==> src/rtl/xfer_pkg.sv <==
package xfer_pkg;

  typedef enum logic [2:0] {
    XK_NONE,
    XK_CALL_FAR,
    XK_CALL_NEAR,
    XK_JMP_NEAR,
    XK_JMP_FAR,
    XK_JMP_SHORT
  } xfer_kind_e;

  typedef enum logic [2:0] {
    ST_IDLE,
    ST_FETCH,
    ST_CALC,
    ST_PUSH_SEG,
    ST_PUSH_RET,
    ST_FIN
  } seq_state_e;

  localparam logic [7:0] OPC_CALL_FAR  = 8'h9A;
  localparam logic [7:0] OPC_CALL_NEAR = 8'hE8;
  localparam logic [7:0] OPC_JMP_NEAR  = 8'hE9;
  localparam logic [7:0] OPC_JMP_FAR   = 8'hEA;
  localparam logic [7:0] OPC_JMP_SHORT = 8'hEB;

endpackage

==> src/rtl/xfer_decode.sv <==
module xfer_decode
  import xfer_pkg::*;
#(
  parameter int BYTE_W = 8,
  parameter int CNT_W  = 3
) (
  input  logic [BYTE_W-1:0] opcode,
  output xfer_kind_e        kind,
  output logic [CNT_W-1:0]  nbytes,
  output logic              known
);

  always_comb begin
    kind   = XK_NONE;
    nbytes = '0;
    unique case (opcode)
      BYTE_W'(OPC_CALL_FAR):  begin kind = XK_CALL_FAR;  nbytes = CNT_W'(4); end
      BYTE_W'(OPC_JMP_FAR):   begin kind = XK_JMP_FAR;   nbytes = CNT_W'(4); end
      BYTE_W'(OPC_CALL_NEAR): begin kind = XK_CALL_NEAR; nbytes = CNT_W'(2); end
      BYTE_W'(OPC_JMP_NEAR):  begin kind = XK_JMP_NEAR;  nbytes = CNT_W'(2); end
      BYTE_W'(OPC_JMP_SHORT): begin kind = XK_JMP_SHORT; nbytes = CNT_W'(1); end
      default: ;
    endcase
    known = (kind != XK_NONE);
  end

endmodule

==> src/rtl/xfer_operand.sv <==
module xfer_operand #(
  parameter int BYTE_W  = 8,
  parameter int WORD_W  = 16,
  parameter int MAX_OPB = 4,
  parameter int CNT_W   = 3
) (
  input  logic                        clk,
  input  logic                        rst,
  input  logic                        load,
  input  logic [WORD_W-1:0]           ip_init,
  input  logic                        take,
  input  logic [BYTE_W-1:0]           data_in,
  output logic [MAX_OPB*BYTE_W-1:0]   opbytes,
  output logic [WORD_W-1:0]           wip,
  output logic [CNT_W-1:0]            cnt
);

  // one capture register per operand byte slot, filled in arrival order
  for (genvar g = 0; g < MAX_OPB; g++) begin : g_slot
    always_ff @(posedge clk) begin
      if (rst || load) begin
        opbytes[g*BYTE_W +: BYTE_W] <= '0;
      end else if (take && (cnt == CNT_W'(g))) begin
        opbytes[g*BYTE_W +: BYTE_W] <= data_in;
      end
    end
  end

  always_ff @(posedge clk) begin
    if (rst) begin
      wip <= '0;
      cnt <= '0;
    end else if (load) begin
      wip <= ip_init;
      cnt <= '0;
    end else if (take) begin
      wip <= wip + WORD_W'(1);
      cnt <= cnt + CNT_W'(1);
    end
  end

endmodule

==> src/rtl/xfer_target.sv <==
module xfer_target
  import xfer_pkg::*;
#(
  parameter int BYTE_W  = 8,
  parameter int WORD_W  = 16,
  parameter int MAX_OPB = 4
) (
  input  xfer_kind_e                  kind,
  input  logic [MAX_OPB*BYTE_W-1:0]   opbytes,
  input  logic [WORD_W-1:0]           wip,
  input  logic [WORD_W-1:0]           cur_cs,
  output logic [WORD_W-1:0]           tgt_cs,
  output logic [WORD_W-1:0]           tgt_ip
);

  localparam int EXT_W = WORD_W - BYTE_W;

  logic [WORD_W-1:0] word_lo;
  logic [WORD_W-1:0] word_hi;
  logic [WORD_W-1:0] short_disp;

  assign word_lo    = opbytes[WORD_W-1:0];
  assign word_hi    = opbytes[2*WORD_W-1:WORD_W];
  assign short_disp = {{EXT_W{opbytes[BYTE_W-1]}}, opbytes[BYTE_W-1:0]};

  always_comb begin
    tgt_cs = cur_cs;
    tgt_ip = wip;
    unique case (kind)
      XK_CALL_FAR, XK_JMP_FAR: begin
        tgt_cs = word_hi;
        tgt_ip = word_lo;
      end
      XK_CALL_NEAR, XK_JMP_NEAR: tgt_ip = wip + word_lo;
      XK_JMP_SHORT:              tgt_ip = wip + short_disp;
      default: ;
    endcase
  end

endmodule

==> src/rtl/xfer_seq.sv <==
module xfer_seq
  import xfer_pkg::*;
#(
  parameter int BYTE_W  = 8,
  parameter int WORD_W  = 16,
  parameter int MAX_OPB = 4
) (
  input  logic              clk,
  input  logic              rst,
  input  logic              start_i,
  input  logic [BYTE_W-1:0] opcode_i,
  input  logic [WORD_W-1:0] cs_i,
  input  logic [WORD_W-1:0] ip_i,
  output logic              fetch_req_o,
  input  logic              fetch_ack_i,
  input  logic [BYTE_W-1:0] fetch_data_i,
  output logic              push_req_o,
  input  logic              push_ack_i,
  output logic [WORD_W-1:0] push_data_o,
  output logic              done_o,
  output logic              err_o,
  output logic              busy_o,
  output logic [WORD_W-1:0] new_cs_o,
  output logic [WORD_W-1:0] new_ip_o
);

  localparam int CNT_W = $clog2(MAX_OPB + 1);

  seq_state_e                state;
  xfer_kind_e                kind_q;
  logic [CNT_W-1:0]          nbytes_q;
  logic [WORD_W-1:0]         cs_q;

  xfer_kind_e                dec_kind;
  logic [CNT_W-1:0]          dec_nbytes;
  logic                      dec_known;

  logic                      load;
  logic                      take;
  logic                      last_byte;
  logic [MAX_OPB*BYTE_W-1:0] opbytes;
  logic [WORD_W-1:0]         wip;
  logic [CNT_W-1:0]          cnt;
  logic [WORD_W-1:0]         tgt_cs;
  logic [WORD_W-1:0]         tgt_ip;

  xfer_decode #(.BYTE_W(BYTE_W), .CNT_W(CNT_W)) u_dec (
    .opcode (opcode_i),
    .kind   (dec_kind),
    .nbytes (dec_nbytes),
    .known  (dec_known)
  );

  assign load      = (state == ST_IDLE) && start_i && dec_known;
  assign take      = (state == ST_FETCH) && fetch_ack_i;
  assign last_byte = (cnt == nbytes_q - CNT_W'(1));

  xfer_operand #(
    .BYTE_W(BYTE_W), .WORD_W(WORD_W), .MAX_OPB(MAX_OPB), .CNT_W(CNT_W)
  ) u_opnd (
    .clk     (clk),
    .rst     (rst),
    .load    (load),
    .ip_init (ip_i),
    .take    (take),
    .data_in (fetch_data_i),
    .opbytes (opbytes),
    .wip     (wip),
    .cnt     (cnt)
  );

  xfer_target #(.BYTE_W(BYTE_W), .WORD_W(WORD_W), .MAX_OPB(MAX_OPB)) u_tgt (
    .kind    (kind_q),
    .opbytes (opbytes),
    .wip     (wip),
    .cur_cs  (cs_q),
    .tgt_cs  (tgt_cs),
    .tgt_ip  (tgt_ip)
  );

  always_ff @(posedge clk) begin
    if (rst) begin
      state       <= ST_IDLE;
      kind_q      <= XK_NONE;
      nbytes_q    <= '0;
      cs_q        <= '0;
      err_o       <= 1'b0;
      new_cs_o    <= '0;
      new_ip_o    <= '0;
      push_data_o <= '0;
    end else begin
      err_o <= 1'b0;
      unique case (state)
        ST_IDLE: begin
          if (start_i) begin
            if (dec_known) begin
              state    <= ST_FETCH;
              kind_q   <= dec_kind;
              nbytes_q <= dec_nbytes;
              cs_q     <= cs_i;
            end else begin
              err_o <= 1'b1;
            end
          end
        end
        ST_FETCH: begin
          if (fetch_ack_i && last_byte) state <= ST_CALC;
        end
        ST_CALC: begin
          new_cs_o <= tgt_cs;
          new_ip_o <= tgt_ip;
          if (kind_q == XK_CALL_FAR) begin
            push_data_o <= cs_q;
            state       <= ST_PUSH_SEG;
          end else if (kind_q == XK_CALL_NEAR) begin
            push_data_o <= wip;
            state       <= ST_PUSH_RET;
          end else begin
            state <= ST_FIN;
          end
        end
        ST_PUSH_SEG: begin
          if (push_ack_i) begin
            push_data_o <= wip;
            state       <= ST_PUSH_RET;
          end
        end
        ST_PUSH_RET: begin
          if (push_ack_i) state <= ST_FIN;
        end
        ST_FIN:  state <= ST_IDLE;
        default: state <= ST_IDLE;
      endcase
    end
  end

  assign fetch_req_o = (state == ST_FETCH);
  assign push_req_o  = (state == ST_PUSH_SEG) || (state == ST_PUSH_RET);
  assign done_o      = (state == ST_FIN);
  assign busy_o      = (state != ST_IDLE);

endmodule

==> config.mk <==
export PLATFORM = sky130hd
export DESIGN_NAME = xfer_seq
export DESIGN_NICKNAME = d
export VERILOG_FILES = /design/src/rtl/xfer_pkg.sv /design/src/rtl/xfer_decode.sv /design/src/rtl/xfer_operand.sv /design/src/rtl/xfer_target.sv /design/src/rtl/xfer_seq.sv
export SDC_FILE = /design/constraint.sdc
export NUM_CORES = 1
export LEC_CHECK = 0
export BUFFER_PORTS_ARGS = -buffer_cell sky130_fd_sc_hd__buf_2
export CORE_MARGIN = 8
export CORE_UTILIZATION = 35
export CTS_CLUSTER_SIZE = 8
export DETAILED_ROUTE_END_ITERATION = 16
export PLACE_DENSITY_LB_ADDON = 0.2
export SLEW_MARGIN = 20
export SYNTH_ARGS = -nofsm -noshare
export SYNTH_HDL_FRONTEND = slang
export SYNTH_SLANG_ARGS = --single-unit
==> constraint.sdc <==
create_clock -name clk -period 3.05 [get_ports clk]
set_input_delay 0.1525 -clock clk [delete_from_list [all_inputs] [get_ports clk]]
set_output_delay 0.1525 -clock clk [all_outputs]
set_load 0.05 [all_outputs]
== After elaboration in Yosys (flattened, before gate mapping) ==
Cells that the tools add are included.

* Output and inout bits: 53
* Flip-flop bits (word level): 125
* Bits of input ports: 53

* Reduce and logical (&&, ||, !) cells: 25
* Bitwise logic cells: 2
* Multiplexer cells: 19
* Add/sub/neg operators: 5
* Eq/ne operators: 25

{| class="wikitable"
|+ Operator list
! operator !! count
|-
| two-way mux 16 bit || 6
|-
| one-hot mux 16 bit (3 select lines) || 1
|-
| == test 8 bit, second input constant || 5
|-
| adder 16 bit || 2
|-
| one-hot mux 16 bit (2 select lines) || 1
|-
| one-hot mux 3 bit (5 select lines) || 2
|-
| == test 3 x 2 -> 1 bit, second input constant || 6
|-
| two-way mux 3 bit || 6
|-
| adder 16 x 1 -> 16 bit, second input constant || 1
|-
| == test 3 bit, second input constant || 4
|-
| OR reduction 2 bit || 5
|-
| == test 3 x 1 -> 1 bit, second input constant || 3
|-
| one-hot mux 3 bit (3 select lines) || 1
|-
| logical AND 1 bit || 8
|-
| != test 2 bit, second input constant || 4
|-
| logical NOT 3 bit || 2
|-
| AND reduction 3 bit || 2
|-
| nonzero test 3 bit || 2
|-
| AND reduction 5 bit || 1
|-
| nonzero test 2 bit || 2
|-
| adder 3 x 1 -> 3 bit, second input constant || 1
|-
| == test 3 bit || 1
|-
| != test 3 bit, second input constant || 1
|-
| OR reduction 3 bit || 1
|-
| other kinds (5) || 8
|}

== Depth between registers and ports, before layout ==
* Depth in word-level cells: 6
* Depth in mapped cells: 12
* Mapped depth without buffers: 10

== Cells and area by module ==
Synthesis repeated with hierarchy kept, for this count alone.

* Cells, all modules: 820
* Area, all modules: 6734.0 um^2

{| class="wikitable"
|+ By module, submodules not included
! module !! sequential area each (um^2) !! times used !! cells each !! area an instance (um^2)
|-
| xfer_seq || 1481.4 || 1 || 374 || 3045.4
|-
| xfer_operand || 1021.0 || 1 || 246 || 2250.9
|-
| xfer_target || 0.0 || 1 || 187 || 1352.5
|-
| xfer_decode || 0.0 || 1 || 13 || 85.1
|}

== Least setup slack after synthesis ==
No wires, ideal clock.

* Path type: register -> register
* Start: register u_opnd.wip[0]
* End: register new_ip_o[8]
* Slack: 719 ps
* Data required time: 2912 ps
* Arrival: 2194 ps
* Path buffers: 0
* Stages on the path, launching flop included: 10
* Setup time: 138 ps
* Cell sequence: dfxtp_1 > ha_1 > inv_1 > fa_1 > nand2b_1 > a21oi_1 > o211ai_2 > xnor2_1 > a222oi_1 > a211oi_1

* Longest elaborated chain between the ends: 2

{| class="wikitable"
|+ Ends and longest elaborated chain
! what !! RTL line !! text
|-
| start: declaration || xfer_operand.sv:14 || <nowiki>output logic [WORD_W-1:0] wip,</nowiki>
|-
| start signal: assignment || xfer_operand.sv:34 || <nowiki>wip <= ip_init;</nowiki>
|-
| start signal: assignment || xfer_operand.sv:37 || <nowiki>wip <= wip + WORD_W'(1);</nowiki>
|-
| adder 16 bit (on tied branches) || xfer_target.sv:35, xfer_target.sv:34 ||
|-
| one-hot mux 16 bit (3 select lines) (*) || xfer_target.sv:29 || <nowiki>unique case (kind)</nowiki>
|-
| end signal: assignment || xfer_seq.sv:111 || <nowiki>new_ip_o <= tgt_ip;</nowiki>
|-
| end: declaration || xfer_seq.sv:24 || <nowiki>output logic [WORD_W-1:0] new_ip_o</nowiki>
|}

Every way passes the cells marked *; elsewhere a longest branch is shown, timed or not.
A chain may end at the register's enable or synchronous reset.

== Worst setup path after layout ==
* Start: register u_opnd.wip[0]
* End: register new_ip_o[10]

The elaborated chain is that of the path after synthesis.

==> summary.md <==
| Metric | Value |
|---|---|
| Status | finished clean |
| IO Pins | 106 |
| DR DRC count | 0 |
| Adder-Cell Fraction of Synth Area | 4.72% |
| # H-tree levels | 4 |
| Multiplexer share of the synthesized area | 5.37% |
| Die H | 152 um |
| Post-Synthesis Cells | 798 |
| Syn Nets | 875 |
| R2R depth | 9 |
| Max frequency | 355 MHz |
| Main synth FF type | dfxtp_1 |
| Most frequent cells in the layout | dfxtp_1 (124), nand2_1 (116), buf_2 (105), a21oi_1 (90), nor2_1 (78) |
| Hpwl dp | 15,500 um |
| Synth Area in Simple Gates | 22.4% |
| Async SR Flop Fraction | 0% |
| Total grt overflow | 0 |
| Initial antenna violation count | 0 |
| PortBufs | 105 |
| Vias in the first global route | 5,783 |
| Largest net degree at the start of global routing | 51 |
| Pwr Density | 480 mW/mm2 |
| Die width | 152 um |
| Critical path peak fanout | 9 |
| Final setup vio count | 0 |
| Drt initial violations | 537 |
| Xor/xnor share of the synthesized area | 3.63% |
| Starting density of the core | 35.2% |
| Die ar. | 0.0233 mm2 |
| Worst Path Required | 3390 ps |
| Vias per cell | 5.38 |
| Global-route wire length before repair | 32,400 um |
| Num CTS Buffers | 17 |
| Number of core rows | 50 |
| Max incr delay on CP | 520 ps |
| CP Capture Type | flip-flop |
| Clock period minus worst slack | 2820 ps |
| Fin. max-slew vios | 0 |
| Slowest CP cell | dfxtp_1 |
| Fillers | 1,945 |
| Syn avg cell area | 8.17 um2 |
| Vias | 6,192 |
| Sink Count | 124 |
| Leading area contributor after synthesis | dfxtp_1 |
| Gpl congestion | 0.855 |
| Final ANT Viol Nets | 0 |
| Place WS | 307 ps |
| Post-route total power | 3.86 mW |
| Leak | 3.15 nW |
| Clk Latency, worst-skew pair | 430 ps |
| Final WS setup | 233 ps |
| # diodes | 0 |
| Setup_tns | 0 ps |
| Post-synthesis register bit count | 124 |
| Share of the synthesized area in the top cell type | 38.1% |
| Nets@finish | 982 |
| Compound-Gate Fraction of Synth Area | 21.2% |
| Final hold vios | 0 |
| Core Area | 0.0185 mm2 |
| Startpoint types | flip-flop |
| Slew @ Worst Pin | 720 ps |
| # Max-Cap Violations | 0 |
| Area contributors post-synth | dfxtp_1 (38%), a21oi_1 (6.9%), nand2_1 (6.7%) |
| Share of layout cells above drive strength 1 | 19.4% |
| Post-layout util | 43.4% |
| Largest family of logic cells by synthesized area | simple AND/OR/NAND/NOR gates |
| Synth cell types | 66 |
| CTS tree | yes |
| DR WL/cell | 18.2 um |
| RSZ-0062 raised after global routing | no |
| Clk_skew | 7.09 ps |
| Register area share after synthesis | 38.1% |
| Area added between synthesis and finish | 23.1% |
| Period utilization | 92.4% |
| Critical path, cell by cell | ha_1 > inv_1 > fa_1 > nand2b_1 > a21oi_1 > o21ai_0 > a211oi_1 > o21ai_0 > a211oi_1 |
| Root Buffer | clkbuf_16 |
| CTS clk-pin slew, worst paths | 60 ps |
| Max-slew headroom | 51.9% |
| WP data arrival | 3160 ps |
| Critical path type | reg2reg |
| CTS Buffer Depth | 2 |
| Tot GR Track Use | 17.6% |
| Post-Syn Area | 0.00652 mm2 |
| Final WL | 21,000 um |
| EDFF count, synth | 0 |
| Commonest non-fill, non-tap cell in the layout | dfxtp_1 |
| Max rail drop VDD | 397 uV |
| Setup Fix Bufs, Post-CTS | 0 |
| Worst Hold Class | in2reg |
| Yosys warns | 0 |
| WHS Path Cells | 3 |
| DRT Pass-1 Iters | 6 |
-- report_power, final --
group / leakage (nW) / switching [mW] / internal (mW) / total [mW]
registers: 0.999 / 0.00916 / 1.63 / 1.63
clock network: 0.286 / 0.827 / 1.24 / 2.07
logic: 1.87 / 0.0920 / 0.0625 / 0.154
total: 3.15 / 0.928 / 2.93 / 3.86
-- cells by family after synthesis --
group,after synthesis
mux,35
simple gates,311
compound gates,212
buf+inv,65
fa+ha+maj,24
xor+xnor,27
flops,124
-- synthesized netlist by cell type, types with 6 or more instances --
| cell type | number |
|---|---|
| nand2_1 | 116 |
| nand4_1 | 8 |
| nand2b_1 | 10 |
| nor2_1 | 81 |
| a211oi_1 | 50 |
| buf_2 | 21 |
| mux2i_1 | 35 |
| a21o_1 | 7 |
| nor3_1 | 25 |
| xor2_1 | 9 |
| o21ai_0 | 19 |
| a21oi_1 | 90 |
| nand3_1 | 38 |
| xnor2_1 | 18 |
| dfxtp_1 | 124 |
| a221o_1 | 6 |
| inv_1 | 12 |
| clkbuf_1 | 26 |
| ha_1 | 23 |
-- flip-flops by register name, indices dropped and copies added, names as in the netlist, 3 cells and up --
register	count
new_ip_o	16
kind_q	3
push_data_o	16
u_opnd.opbytes	32
cs_q	16
state	3
u_opnd.wip	16
u_opnd.cnt	3
new_cs_o	16
-- worst max-delay path, delay by kind of cell (launching register included) --
| kind | cells | cell delay, ps |
|---|---|---|
| compound gates | 5 | 1280 |
| fa+ha+maj | 2 | 670 |
| flops | 1 | 520 |
| simple gates | 1 | 190 |
| buf+inv | 1 | 70 |
-- final timing paths --
check / from / slack [ps] / endpoint
worst max register to register: u_opnd.wip[0] / 230 / new_ip_o[10]
worst max-delay path: u_opnd.wip[0] / 230 / new_ip_o[10]
worst min-delay path: cs_i[0] / 5 / cs_q[0]
worst min register to register: new_ip_o[0] / 450 / new_ip_o[0]
-- layer usage --
layer	vias to the layer above	GRT usage (%)	share of wire [%]
met3	26	3.94	3.9
met2	147	27.9	46
met1	2925	23.4	49
met4	0	5.70	1.6
met5	-	0	0
li1	3094	-	-
-- repair_timing --
action                    4_1_cts  5_1_grt
resized for setup               0        0
hold endpoints to repair       15        0
hold buffers                   15        0
-- through the flow --
step,instance area (um2),instances,hold WS (ps)
after global routing,8030,1152,12.6
after detailed placement,7280,1105,405
after global placement,7280,1105,402
after floorplan,6520,798,288
after CTS,8030,1152,8.11
final,8030,1152,4.59
-- layout make-up --
type / instances / area [um2] / area share, %
flip-flops and latches: 124 / 2480 / 30.9
multi-input cells: 609 / 3750 / 46.7
clock inverters: 14 / 160 / 2.00
inverters: 12 / 45.0 / 0.561
repair buffers: 141 / 858 / 10.7
well taps: 234 / 293 / 3.65
clock buffers: 18 / 439 / 5.47
Power figures use the tool's default switching activity.
